**src/rtl/bitand_pkg.sv**
```systemverilog
package bitand_pkg;

    localparam int unsigned DATA_W = 8;
    localparam int unsigned BIDX_W = $clog2(DATA_W);
    localparam int unsigned WIDX_W = 4;
    localparam int unsigned FLAG_W = 8;

    localparam logic [DATA_W-1:0] OPC_BAND = 8'h67;

    localparam int unsigned FLG_C = 7;
    localparam int unsigned FLG_Z = 6;
    localparam int unsigned FLG_S = 5;
    localparam int unsigned FLG_V = 4;
    localparam int unsigned FLG_D = 3;
    localparam int unsigned FLG_H = 2;

    // bits that must pass through unchanged (overflow excluded: unspecified)
    localparam logic [FLAG_W-1:0] FLG_KEEP_MASK =
        ~((FLAG_W'(1) << FLG_Z) | (FLAG_W'(1) << FLG_S) | (FLAG_W'(1) << FLG_V));

    typedef enum logic [2:0] {
        PH_IDLE,
        PH_RDW,
        PH_RDS,
        PH_CAPS,
        PH_EVAL,
        PH_WB
    } phase_e;

    typedef struct packed {
        logic              legal;
        logic [WIDX_W-1:0] widx;
        logic [BIDX_W-1:0] bsel;
        logic              dir;
    } decode_t;

    function automatic logic [FLAG_W-1:0] band_flags(input logic [FLAG_W-1:0] old,
                                                     input logic res);
        logic [FLAG_W-1:0] f;
        f        = old;
        f[FLG_Z] = ~res;
        f[FLG_S] = 1'b0;
        return f;
    endfunction

endpackage

```
**src/rtl/bitand_decode.sv**
```systemverilog
module bitand_decode
    import bitand_pkg::*;
#(
    parameter logic [DATA_W-1:0] OPCODE = OPC_BAND
) (
    input  logic [DATA_W-1:0] op_byte,
    input  logic [DATA_W-1:0] arg_byte,
    output decode_t           dec
);
    always_comb begin
        dec.legal = (op_byte == OPCODE);
        dec.widx  = arg_byte[DATA_W-1 -: WIDX_W];
        dec.bsel  = arg_byte[BIDX_W:1];
        dec.dir   = arg_byte[0];
    end
endmodule

```
**src/rtl/bitand_seq.sv**
```systemverilog
module bitand_seq
    import bitand_pkg::*;
(
    input  logic   clk,
    input  logic   rst,
    input  logic   start,
    input  logic   legal,
    output phase_e phase,
    output logic   accept,
    output logic   illegal
);
    assign accept = start && (phase == PH_IDLE) && legal;

    always_ff @(posedge clk) begin
        if (rst) begin
            phase   <= PH_IDLE;
            illegal <= 1'b0;
        end else begin
            illegal <= start && (phase == PH_IDLE) && !legal;
            unique case (phase)
                PH_IDLE: if (accept) phase <= PH_RDW;
                PH_RDW:  phase <= PH_RDS;
                PH_RDS:  phase <= PH_CAPS;
                PH_CAPS: phase <= PH_EVAL;
                PH_EVAL: phase <= PH_WB;
                PH_WB:   phase <= PH_IDLE;
                default: phase <= PH_IDLE;
            endcase
        end
    end
endmodule

```
**src/rtl/bitand_bitmerge.sv**
```systemverilog
module bitand_bitmerge #(
    parameter int unsigned W     = 8,
    parameter int unsigned IDX_W = $clog2(W)
) (
    input  logic [W-1:0]     din,
    input  logic [IDX_W-1:0] pos,
    input  logic             bit_in,
    output logic [W-1:0]     dout
);
    for (genvar i = 0; i < W; i++) begin : g_bit
        assign dout[i] = (pos == IDX_W'(i)) ? bit_in : din[i];
    end
endmodule

```
**src/rtl/bitand_exec_unit.sv**
```systemverilog
module bitand_exec_unit
    import bitand_pkg::*;
#(
    parameter int unsigned       ADDR_W = 8,
    parameter logic [DATA_W-1:0] OPCODE = OPC_BAND
) (
    input  logic                       clk,
    input  logic                       rst,
    input  logic                       start,
    input  logic [DATA_W-1:0]          op_byte,
    input  logic [DATA_W-1:0]          arg_byte,
    input  logic [ADDR_W-1:0]          reg_byte,
    input  logic [ADDR_W-WIDX_W-1:0]   bank_base,
    input  logic [FLAG_W-1:0]          flag_in,
    input  logic [DATA_W-1:0]          rf_rd_data,
    output logic                       busy,
    output logic                       done,
    output logic                       illegal,
    output logic                       rf_rd_en,
    output logic [ADDR_W-1:0]          rf_rd_addr,
    output logic                       rf_wr_en,
    output logic [ADDR_W-1:0]          rf_wr_addr,
    output logic [DATA_W-1:0]          rf_wr_data,
    output logic                       flag_we,
    output logic [FLAG_W-1:0]          flag_out
);
    decode_t dec;
    phase_e  phase;
    logic    accept;

    logic [ADDR_W-1:0] waddr_q, saddr_q, wb_addr_q;
    logic [BIDX_W-1:0] bsel_q;
    logic              dir_q;
    logic [FLAG_W-1:0] flags_q, flag_res_q;
    logic [DATA_W-1:0] wval_q, sval_q, wb_data_q;

    logic              res_bit;
    logic [DATA_W-1:0] merge_src, merged;
    logic [BIDX_W-1:0] merge_pos;

    bitand_decode #(.OPCODE(OPCODE)) u_dec (
        .op_byte (op_byte),
        .arg_byte(arg_byte),
        .dec     (dec)
    );

    bitand_seq u_seq (
        .clk    (clk),
        .rst    (rst),
        .start  (start),
        .legal  (dec.legal),
        .phase  (phase),
        .accept (accept),
        .illegal(illegal)
    );

    // evaluation: result bit is the same in both directions, only placement differs
    assign res_bit   = wval_q[0] & sval_q[bsel_q];
    assign merge_src = dir_q ? sval_q : wval_q;
    assign merge_pos = dir_q ? bsel_q : '0;

    bitand_bitmerge #(.W(DATA_W), .IDX_W(BIDX_W)) u_merge (
        .din   (merge_src),
        .pos   (merge_pos),
        .bit_in(res_bit),
        .dout  (merged)
    );

    always_ff @(posedge clk) begin
        if (rst) begin
            waddr_q    <= '0;
            saddr_q    <= '0;
            bsel_q     <= '0;
            dir_q      <= 1'b0;
            flags_q    <= '0;
            wval_q     <= '0;
            sval_q     <= '0;
            wb_addr_q  <= '0;
            wb_data_q  <= '0;
            flag_res_q <= '0;
        end else begin
            if (accept) begin
                waddr_q <= {bank_base, dec.widx};
                saddr_q <= reg_byte;
                bsel_q  <= dec.bsel;
                dir_q   <= dec.dir;
                flags_q <= flag_in;
            end
            if (phase == PH_RDS)  wval_q <= rf_rd_data;
            if (phase == PH_CAPS) sval_q <= rf_rd_data;
            if (phase == PH_EVAL) begin
                wb_data_q  <= merged;
                wb_addr_q  <= dir_q ? saddr_q : waddr_q;
                flag_res_q <= band_flags(flags_q, res_bit);
            end
        end
    end

    assign busy       = (phase != PH_IDLE);
    assign rf_rd_en   = (phase == PH_RDW) || (phase == PH_RDS);
    assign rf_rd_addr = (phase == PH_RDS) ? saddr_q : waddr_q;
    assign rf_wr_en   = (phase == PH_WB);
    assign rf_wr_addr = wb_addr_q;
    assign rf_wr_data = wb_data_q;
    assign done       = (phase == PH_WB);
    assign flag_we    = (phase == PH_WB);
    assign flag_out   = flag_res_q;

endmodule

```
**config.mk**
```make
export PLATFORM = sky130hd
export DESIGN_NAME = bitand_exec_unit
export DESIGN_NICKNAME = d
export VERILOG_FILES = /design/src/rtl/bitand_pkg.sv /design/src/rtl/bitand_decode.sv /design/src/rtl/bitand_seq.sv /design/src/rtl/bitand_bitmerge.sv /design/src/rtl/bitand_exec_unit.sv
export SDC_FILE = /design/constraint.sdc
export NUM_CORES = 1
export LEC_CHECK = 0
export ABC_AREA = 1
export ABC_CLOCK_PERIOD_IN_PS = 2850
export BUFFER_PORTS_ARGS = -buffer_cell sky130_fd_sc_hd__buf_2
export CAP_MARGIN = 20
export CORE_MARGIN = 10
export CORE_UTILIZATION = 35
export CTS_BUF_LIST = sky130_fd_sc_hd__clkbuf_2
export DETAILED_ROUTE_END_ITERATION = 16
export PLACE_DENSITY = 0.55
export SLEW_MARGIN = 10
export SYNTH_ARGS = -nofsm -noshare
export SYNTH_HDL_FRONTEND = slang
export SYNTH_SLANG_ARGS = --single-unit
export TNS_END_PERCENT = 100
```
**constraint.sdc**
```tcl
create_clock -name clk -period 2.85 [get_ports clk]
set_clock_uncertainty 0.15 [all_clocks]
set_input_delay 0.285 -clock clk [delete_from_list [all_inputs] [get_ports clk]]
set_output_delay 0.285 -clock clk [all_outputs]
set_load 0.01 [all_outputs]
```
==> results.yml, run 1 <==
yosys:
  ys_ff_latch: 69
  ys_top_cells_by_count: "dfxtp_1 (69), nand2_1 (66), a21oi_1 (51)"
  synth.most_common_cell: "dfxtp_1"
  synthMuxAreaShare_pct: 0
  syn-num-nets: 452
  synth-simple-area-share_pct: 18.92
  synthXorXnorAreaFrac_pct: 0
  synth_warnings: 0
  synthesis.area_mm2: 0.003068
  seq_area_frac_synth_pct: 45.02
  synth.distinct_cells: 29
  synth_edf_count: 0
  synth-compound-area-share_pct: 25.45
  synth_area_leader_cell: "dfxtp_1"
  synth.top_cell.area_share_pct: 45.02
  yosys-top-cells-area: "dfxtp_1 (45%), a21oi_1 (8.3%), nand2_1 (8.1%), o21ai_0 (7.8%), inv_1 (4.4%)"
  async_flop_share_pct: 0
  avgSynthCellArea_um2: 7.575
  synth_fa_ha_area_share_pct: 0
  synth_ff_type: "dfxtp_1"
  synth_top_family_by_area: "compound AO/OA/AOI/OAI gates"
  synthCells: 405
timing:
  rsz0062_at_grt: "false"
  finalCritPeriodShare_pct: 83.84
  fin_setup_tns_ps: 0
  finalMaxSlewViolations: 0
  finalHoldViolations: 0
  setup_violations: 0
  period_minus_slack_ps: 2389
  max_freq_ghz: 0.4185
clock_network:
  htreeDepth: 3
  cts_sinks: 69
  clk_pin_slew_ps: 190
  cts_root_buf: "clkbuf_2"
  clk_latency_ps: 490
  cts_buffers: 9
  cts_buffer_depth: 2
  cts_tree: "yes"
critical_path:
  worstSetupEndpointType: "primary output"
  crit_type: "reg -> out"
  cp-start-kind: "flop"
  timing.critical_path.arrival_ps: 1950
  required_ps: 2410
  path_max_fanout: 17
cells_and_area:
  area_growth_pct: 29.20
  layout-drive-gt1-share_pct: 24.71
  n_antenna_cell: 0
  fill_cells: 870
  nNetsFinal: 556
floorplan:
  io_pins: 85
  rows: 34
  start_util_pct: 35.53
  die_area_mm2: 0.01291
  core_area_mm2: 0.008636
  die_height_um: 113.6
  die_w_um: 113.6
placement:
  gp_congestion: 0.8103
  dp_hpwl_um: 5773
  place.port_buffers: 81
route:
  ant_nets: 0
  viasPerCell: 4.722
  detail_route.wl_per_cell_um: 13.31
  num_vias: 2937
  drtIter0Drc: 102
  wl_um: 8277
  drt_first_pass_iters: 4
  drc_errors: 0
power_and_ir_drop:
  ir_worst_vdd_mv: 0.1903
  power.leakage_nw: 1.624
  p_per_area_mw_per_mm2: 468.0
  finalPower_w: 0.001855
global_route:
  grt_pass1_wl_um: 14310
  antenna_found_initial: 0
  grt_max_degree: 51
  grt-ovfl-total: 0
  grt_pass1_vias: 3051
  grt_usage_pct: 13.41
run:
  maxCapViolations: 0
run_status:
  status: "finished, final reports clean"
min_path:
  hold_class: "in -> reg"
==> final cells by class <==
cell class              count  area [um^2]  share of cell area [%]
inverters                  41        153.9                   3.883
flip-flops and latches     69         1381                   34.85
multi-input cells         268         1365                   34.44
clock buffers              10        50.05                   1.263
well taps                 108        135.1                   3.409
clock inverters             6        77.57                   1.957
repair buffers            120        800.8                   20.20
==> kinds of logic (layout without fill, tap and decap cells) <==
logic type      after synthesis  count (layout)
compound gates              143             143
other cells                   1               1
simple gates                124             124
buf+inv                      68             177
flops                        69              69
==> metal layers <==
layer,track usage [%],vias to the layer above,part of all wire (%)
li1,-,1546,-
met1,15.05,1313,44
met2,22.37,68,47
met3,5.932,10,7.7
met4,4.061,0,1.2
met5,0,-,0
==> critical path, stage by stage (launching register included) <==
cell	delay, ps
dfxtp_1	450
inv_1	110
nor3_2	390
buf_12	210
nand2_1	50
o21ai_0	80
buf_2	170
==> through the flow <==
step	setup slack, ps	hold slack [ps]	instances	util (%)	area, um^2
final	460.6	143.8	622	45.90	3964
after global routing	213.1	120.9	622	45.90	3964
after CTS	377.8	105.4	622	45.90	3964
after detailed placement	985.9	297.2	570	40.25	3476
after global placement	953.7	290.2	570	40.25	3476
after floorplan	1296	213.7	405	-	3068
==> registers in the layout, indices dropped and copies added, names as in the netlist, 6 cells and up <==
signal	flops
sval_q	8
wval_q	8
waddr_q	8
rf_wr_addr	8
flag_out	7
flags_q	6
rf_wr_data	8
saddr_q	8
==> cell usage in the layout (no fill, tap or decap), types with 9 or more instances in the layout <==
master / n
dfxtp_1: 69
buf_2: 81
clkbuf_2: 10
inv_1: 36
nand2_1: 66
nor2_1: 34
o21ai_0: 48
dlygate4sd3_1: 36
o21ai_1: 20
a31oi_1: 9
a21oi_1: 51
==> timing repair <==
action	in CTS	in global routing
hold buffers	36	0
buffers inserted	0	0
endpoints found under the hold margin	53	0
gates resized for setup	0	0
==> power by group <==
| group | leakage, nW | internal [W] | switching (W) |
|---|---|---|---|
| Combinational | 0.987 | 0.000105 | 0.000129 |
| Sequential | 0.556 | 0.000990 | 0.0000142 |
| Clock | 0.0808 | 0.000286 | 0.000331 |
| Total | 1.62 | 0.00138 | 0.000474 |
==> final timing paths <==
path / startpoint / endpoint / slack (ps) / depth (start not counted)
worst max-delay path: u_seq.phase[1]$_SDFFE_PP0P_ / rf_rd_addr[7] / 460 / 6
worst min-delay path: op_byte[1] / saddr_q[6]$_SDFFE_PP0P_ / 140 / 5
worst max register to register: u_seq.phase[1]$_SDFFE_PP0P_ / wval_q[4]$_SDFFE_PP0P_ / 1060 / 5
worst min register to register: flags_q[0]$_SDFFE_PP0P_ / flag_out[0]$_SDFFE_PP0N_ / 320 / 2
Power figures use the tool's default switching activity.
==> run 2: changes to the inputs <==
--- a/config.mk
+++ b/config.mk
@@ -5,8 +5,8 @@
 export SDC_FILE = /design/constraint.sdc
 export NUM_CORES = 1
 export LEC_CHECK = 0
-export ABC_AREA = 1
-export ABC_CLOCK_PERIOD_IN_PS = 2850
+export ABC_AREA = 0
+export ABC_CLOCK_PERIOD_IN_PS = 2300
 export BUFFER_PORTS_ARGS = -buffer_cell sky130_fd_sc_hd__buf_2
 export CAP_MARGIN = 20
 export CORE_MARGIN = 10
==> constraint.sdc (replaced) <==
create_clock -name clk -period 2.3 [get_ports clk]
set_clock_uncertainty 0.15 [all_clocks]
set_input_delay 0.23 -clock clk [delete_from_list [all_inputs] [get_ports clk]]
set_output_delay 0.23 -clock clk [all_outputs]
set_load 0.01 [all_outputs]
==> run 2 against run 1 <==
  * Combinational power decreased by 47%
  * Critical path depth shrank 1
  * First-iteration DRC count decreased by 3.9%
  * Worst hold slack got worse by 9.7 ps
  * Via count is 7.3% lower
  * Setup slack worse by 270 ps
  * Cell area is 0.66% lower
  * Critical endpoint is now rf_rd_addr[6]
  * Largest power group unchanged
  * Highest routed layer unchanged
==> results.yml, run 2 <==
yosys:
  synth_ff_type: "dfxtp_1"
  synthCells: 343
  synth_fa_ha_area_share_pct: 0
  ys_ff_latch: 69
  synth.top_cell.area_share_pct: 45.89
  synthXorXnorAreaFrac_pct: 0.2909
  synth-compound-area-share_pct: 10.56
  synth.distinct_cells: 42
  synth.most_common_cell: "dfxtp_1"
  synthesis.area_mm2: 0.003010
  seq_area_frac_synth_pct: 45.89
  avgSynthCellArea_um2: 8.777
  synth_edf_count: 0
  synth_warnings: 0
  synth_top_family_by_area: "simple AND/OR/NAND/NOR gates"
  syn-num-nets: 390
  synth-simple-area-share_pct: 20.16
  yosys-top-cells-area: "dfxtp_1 (46%), mux2i_1 (15%), nand2_1 (7.2%), nor2_1 (7.1%), a21oi_1 (3.5%)"
  async_flop_share_pct: 0
  ys_top_cells_by_count: "dfxtp_1 (69), nand2_1 (58), nor2_1 (57)"
  synthMuxAreaShare_pct: 17.71
  synth_area_leader_cell: "dfxtp_1"
route:
  ant_nets: 0
  detail_route.wl_per_cell_um: 14.64
  drc_errors: 0
  drt_first_pass_iters: 4
  num_vias: 2722
  wl_met3_um: 507
  drtIter0Drc: 98
  met2WireLength_um: 4036
  top_layer: "met4"
  wl_um: 8198
  viasPerCell: 4.861
  m1WireLength_um: 3608
clock_network:
  cts_sinks: 69
  clk_pin_slew_ps: 170
  clk_latency_ps: 500
  cts_tree: "yes"
  htreeDepth: 3
  cts_buffers: 9
  cts_buffer_depth: 2
  cts_root_buf: "clkbuf_2"
power_and_ir_drop:
  internal_power_w: 0.001420
  power_switching_w: 0.0004752
  p_per_area_mw_per_mm2: 481.3
  p_comb_share_pct: 6.5
  power_frac_clock_pct: 30.1
  power.leakage_nw: 1.877
  ir_worst_vdd_mv: 0.3018
  swShare_pct: 25.08
  p_seq_share_pct: 63.3
placement:
  gp_congestion: 0.7776
  dp_cells: 508
  place.port_buffers: 81
  dp_hpwl_um: 5749
timing:
  rsz0062_at_grt: "false"
  finalCritPeriodShare_pct: 91.62
  maxSlewHeadroom_pct: 58.18
  setup_violations: 0
  max_freq_ghz: 0.4745
  period_minus_slack_ps: 2107
  finalMaxSlewViolations: 0
  fin_setup_tns_ps: 0
  finalHoldViolations: 0
  worst_slew_pin_slew_ps: 625.4
run:
  maxCapViolations: 0
global_route:
  grt_usage_pct: 12.78
  grt-ovfl-total: 0
  grt_max_degree: 27
  grt_pass1_vias: 2782
  grt_pass1_wl_um: 13490
  antenna_found_initial: 0
floorplan:
  start_util_pct: 36.27
  die_w_um: 112.7
  io_pins: 85
  die_height_um: 112.7
  die_area_mm2: 0.01271
  rows: 33
  core_area_mm2: 0.008299
cells_and_area:
  layout-drive-gt1-share_pct: 26.37
  final_cell_mix: "buf_2 (81), dfxtp_1 (68), nor2_1 (57), nand2_1 (57), mux2i_1 (45)"
  fin_util_pct: 47.44
  nNetsFinal: 498
  fill_cells: 831
  mostFrequentLayoutCell: "buf_2"
  area_growth_pct: 30.80
  n_antenna_cell: 0
  finalNonFillerCells: 560
critical_path:
  cp-start-kind: "flop"
  worstSetupEndpointType: "primary output"
  required_ps: 1920
  crit_type: "reg -> out"
  timing.critical_path.arrival_ps: 1730
  path_max_fanout: 9
min_path:
  hold_class: "in -> reg"
run_status:
  status: "finished, final reports clean"
run 2: cell types whose count changed in the layout (fill, tap and decap cells not counted), moves of 20 or more:
cell	change
mux2i_1	+45
o21ai_0	-45
inv_1	-33
a21oi_1	-30
nor2_1	+23
o21ai_1	-20
run 2: worst paths after layout:
kind	from	to	slack [ps]	cells past startpoint
setup reg to reg	bsel_q[1]$_SDFFE_PP0P_	flag_out[6]$_SDFFE_PP0N_	220	3
hold / removal	op_byte[4]	u_seq.phase[0]$_SDFFE_PP0P_	130	5
hold reg to reg	flags_q[3]$_SDFFE_PP0P_	flag_out[3]$_SDFFE_PP0N_	320	2
setup / recovery	u_seq.phase[0]$_SDFFE_PP0P_	rf_rd_addr[6]	190	5
run 2: kinds of logic after synthesis:
group | count (synthesis)
flip-flops | 69
AO/OA/AOI/OAI | 48
multiplexers | 51
other | 1
XOR/XNOR | 1
AND/OR/NAND/NOR | 139
buffers and inverters | 34
run 2: per-layer routing:
layer,up-vias,GRT usage (%)
li1,1382,-
met2,72,21.85
met3,4,5.124
met4,0,3.046
met5,-,0
met1,1264,14.53
run 2: critical path: stages (launching register included):
cell	delay (ps)
dfxtp_1	550
nor2_1	110
and2_2	300
nand2_1	100
nand2_1	50
buf_2	140
run 2: what timing repair did:
| action | CTS | global route |
|---|---|---|
| buffers inserted | 0 | 0 |
| endpoints found under the hold margin | 49 | 0 |
| hold buffers | 37 | 0 |
| gates cloned | 0 | 0 |
| setup endpoints to repair | 5 | 8 |
| pin swaps | 0 | 0 |
| resized for setup | 1 | 2 |
run 2: power by group through the flow:
stage                     registers (W)  clock network, W   logic, W
after floorplan                 0.00122                 0  0.0000264
after global placement          0.00122                 0  0.0000756
after detailed placement        0.00122                 0  0.0000760
after CTS                       0.00120          0.000593   0.000124
after global routing            0.00120          0.000647   0.000136
final                           0.00120          0.000571   0.000124
run 2: layout make-up:
type / count / area [um^2] / share of cell area (%)
clock buffers: 11 / 55.05 / 1.398
clock inverters: 4 / 26.28 / 0.6673
inverters: 3 / 11.26 / 0.2860
multi-input cells: 240 / 1480 / 37.59
flip-flops and latches: 69 / 1383 / 35.11
well taps: 105 / 131.4 / 3.337
repair buffers: 128 / 850.8 / 21.61
run 2: metrics by stage:
step | instance area, um^2 | setup WS, ps | power, W | hold WS, ps
after detailed placement | 3481 | 313.7 | 0.001301 | 298.1
final | 3938 | 192.7 | 0.001895 | 134.1
after floorplan | 3010 | 533.7 | 0.001251 | 206.3
after CTS | 3934 | 26.50 | 0.001918 | 86.32
after global routing | 3938 | 21.22 | 0.001986 | 172.2
after global placement | 3481 | 345.1 | 0.001300 | 291.3
==> run 3: changes to the inputs <==
--- a/config.mk
+++ b/config.mk
@@ -14,8 +14,8 @@
 export CTS_BUF_LIST = sky130_fd_sc_hd__clkbuf_2
 export DETAILED_ROUTE_END_ITERATION = 16
 export PLACE_DENSITY = 0.55
+export RECOVER_POWER = 50
 export SLEW_MARGIN = 10
 export SYNTH_ARGS = -nofsm -noshare
 export SYNTH_HDL_FRONTEND = slang
 export SYNTH_SLANG_ARGS = --single-unit
-export TNS_END_PERCENT = 100
==> run 3 against run 2 <==
  * Global-route usage stayed put
  * Via count is 0.59% lower
  * First-iteration DRC count is 4.1% lower
  * Power hardly changed
  * Count of clock-buffer cells in the layout stayed put
  * Clock power hardly changed
  * Setup slack better by 40 ps
  * Die area stayed put
  * Critical path depth stayed put
  * Worst hold slack better by 1.8 ps
  * Sequential power hardly changed
  * Final cell count stayed put
  * Largest power group unchanged
  * Highest routed layer unchanged
==> results.yml, run 3 (same netlist as run 2, synthesis figures left out) <==
cells_and_area:
  final_cell_mix: "dfxtp_1 (68), nor2_1 (57), nand2_1 (57), buf_2 (57), mux2i_1 (45)"
  mostFrequentLayoutCell: "dfxtp_1"
  nNetsFinal: 498
  fin_util_pct: 46.83
  final_cell_area_mm2: 0.003886
  area_growth_pct: 29.09
  n_antenna_cell: 0
  layout-drive-gt1-share_pct: 20.44
critical_path:
  ff2ff_setup_slack_ps: 230
  timing.critical_path.arrival_ps: 1690
  path_max_fanout: 10
  path_cells: "nor2_1 -> and2_2 -> nand2_1 -> nand2_1 -> buf_2"
  worstSetupEndpointType: "primary output"
  crit_type: "reg -> out"
  cp-start-kind: "flop"
  slowest_delay_ps: 520
  cp_slowest_cell: "dfxtp_1"
  crit_path_frequent_cell: "nand2_1"
  required_ps: 1920
timing:
  worst_slew_pin_slew_ps: 621.3
  rsz0062_at_grt: "false"
  finalMaxSlewViolations: 0
  maxSlewHeadroom_pct: 58.45
  period_minus_slack_ps: 2068
  hold_ws_ps: 136.0
  finalCritPeriodShare_pct: 89.90
  finalHoldViolations: 0
  max_freq_ghz: 0.4836
  setup_violations: 0
  fin_setup_tns_ps: 0
global_route:
  grt_usage_pct: 12.78
  grt_pass1_wl_um: 13490
  antenna_found_initial: 0
  grt-ovfl-total: 0
  grt_max_degree: 27
  grt_pass1_vias: 2782
clock_network:
  clk_latency_ps: 490
  htreeDepth: 3
  clk_pin_slew_ps: 170
  cts_root_buf: "clkbuf_2"
  cts_buffer_depth: 2
  cts_buffers: 9
  cts_tree: "yes"
  cts_sinks: 69
route:
  drtIter0Drc: 94
  num_vias: 2706
  drt_first_pass_iters: 4
  drc_errors: 0
  wl_um: 8169
  ant_nets: 0
  detail_route.wl_per_cell_um: 14.59
  viasPerCell: 4.832
min_path:
  hold_class: "in -> reg"
placement:
  gp_congestion: 0.7776
  place_area_mm2: 0.003481
  dp_hpwl_um: 5749
  place.port_buffers: 81
power_and_ir_drop:
  power.leakage_nw: 1.760
  p_per_area_mw_per_mm2: 487.6
  ir_worst_vdd_mv: 0.3134
floorplan:
  io_pins: 85
  die_w_um: 112.7
  core_area_mm2: 0.008299
  die_area_mm2: 0.01271
  rows: 33
  die_height_um: 112.7
  start_util_pct: 36.27
run:
  maxCapViolations: 0
run_status:
  status: "finished, final reports clean"
==> run 3: final cells by class <==
class,count,area (um^2)
fillers,845,4413
repair buffers,128,810.8
well taps,105,131.4
inverters,3,11.26
clock inverters,4,26.28
flip-flops and latches,69,1383
multi-input cells,240,1469
clock buffers,11,55.05
==> run 3: metal layers <==
metal	up-vias	global-route usage (%)	part of all wire, %
li1	1378	-	-
met4	0	3.046	0.55
met5	-	0	0
met2	74	21.85	49
met1	1250	14.53	44
met3	4	5.124	6.4
==> run 3: worst max-delay path: cells and delay by family (launching register included) <==
family	cells	cell delay (ps)
buf+inv	1	140
flops	1	520
simple gates	4	560
==> run 3: what timing repair did <==
| action | 4_1_cts | 5_1_grt |
|---|---|---|
| hold endpoints to repair | 49 | 0 |
| hold buffers | 37 | 0 |
| buffers inserted | 0 | 0 |
| setup endpoints to repair | 5 | 8 |
| resized for setup | 1 | 2 |
==> run 3: final timing paths <==
kind	from	end	depth (start not counted)
max	u_seq.phase[2]$_SDFFE_PP0P_	rf_rd_addr[2]	5
max reg2reg	bsel_q[1]$_SDFFE_PP0P_	flag_out[6]$_SDFFE_PP0N_	3
min reg2reg	flags_q[3]$_SDFFE_PP0P_	flag_out[3]$_SDFFE_PP0N_	2
min	op_byte[4]	u_seq.phase[0]$_SDFFE_PP0P_	5
==> run 3: power by group <==
part           switching, W  internal [W]
logic             0.0000468     0.0000766
clock network      0.000427      0.000144
registers        0.00000135       0.00120
==> run 3: through the flow <==
| stage | worst slack, ps | cells | power [W] |
|---|---|---|---|
| 3_5_place_dp | 313.7 | 508 | 0.001301 |
| 2_1_floorplan | 533.7 | 343 | 0.001251 |
| 4_1_cts | 26.50 | 560 | 0.001918 |
| 5_1_grt | 48.73 | 560 | 0.001985 |
| 6_report | 232.3 | 560 | 0.001895 |
| 3_3_place_gp | 345.1 | 508 | 0.001300 |
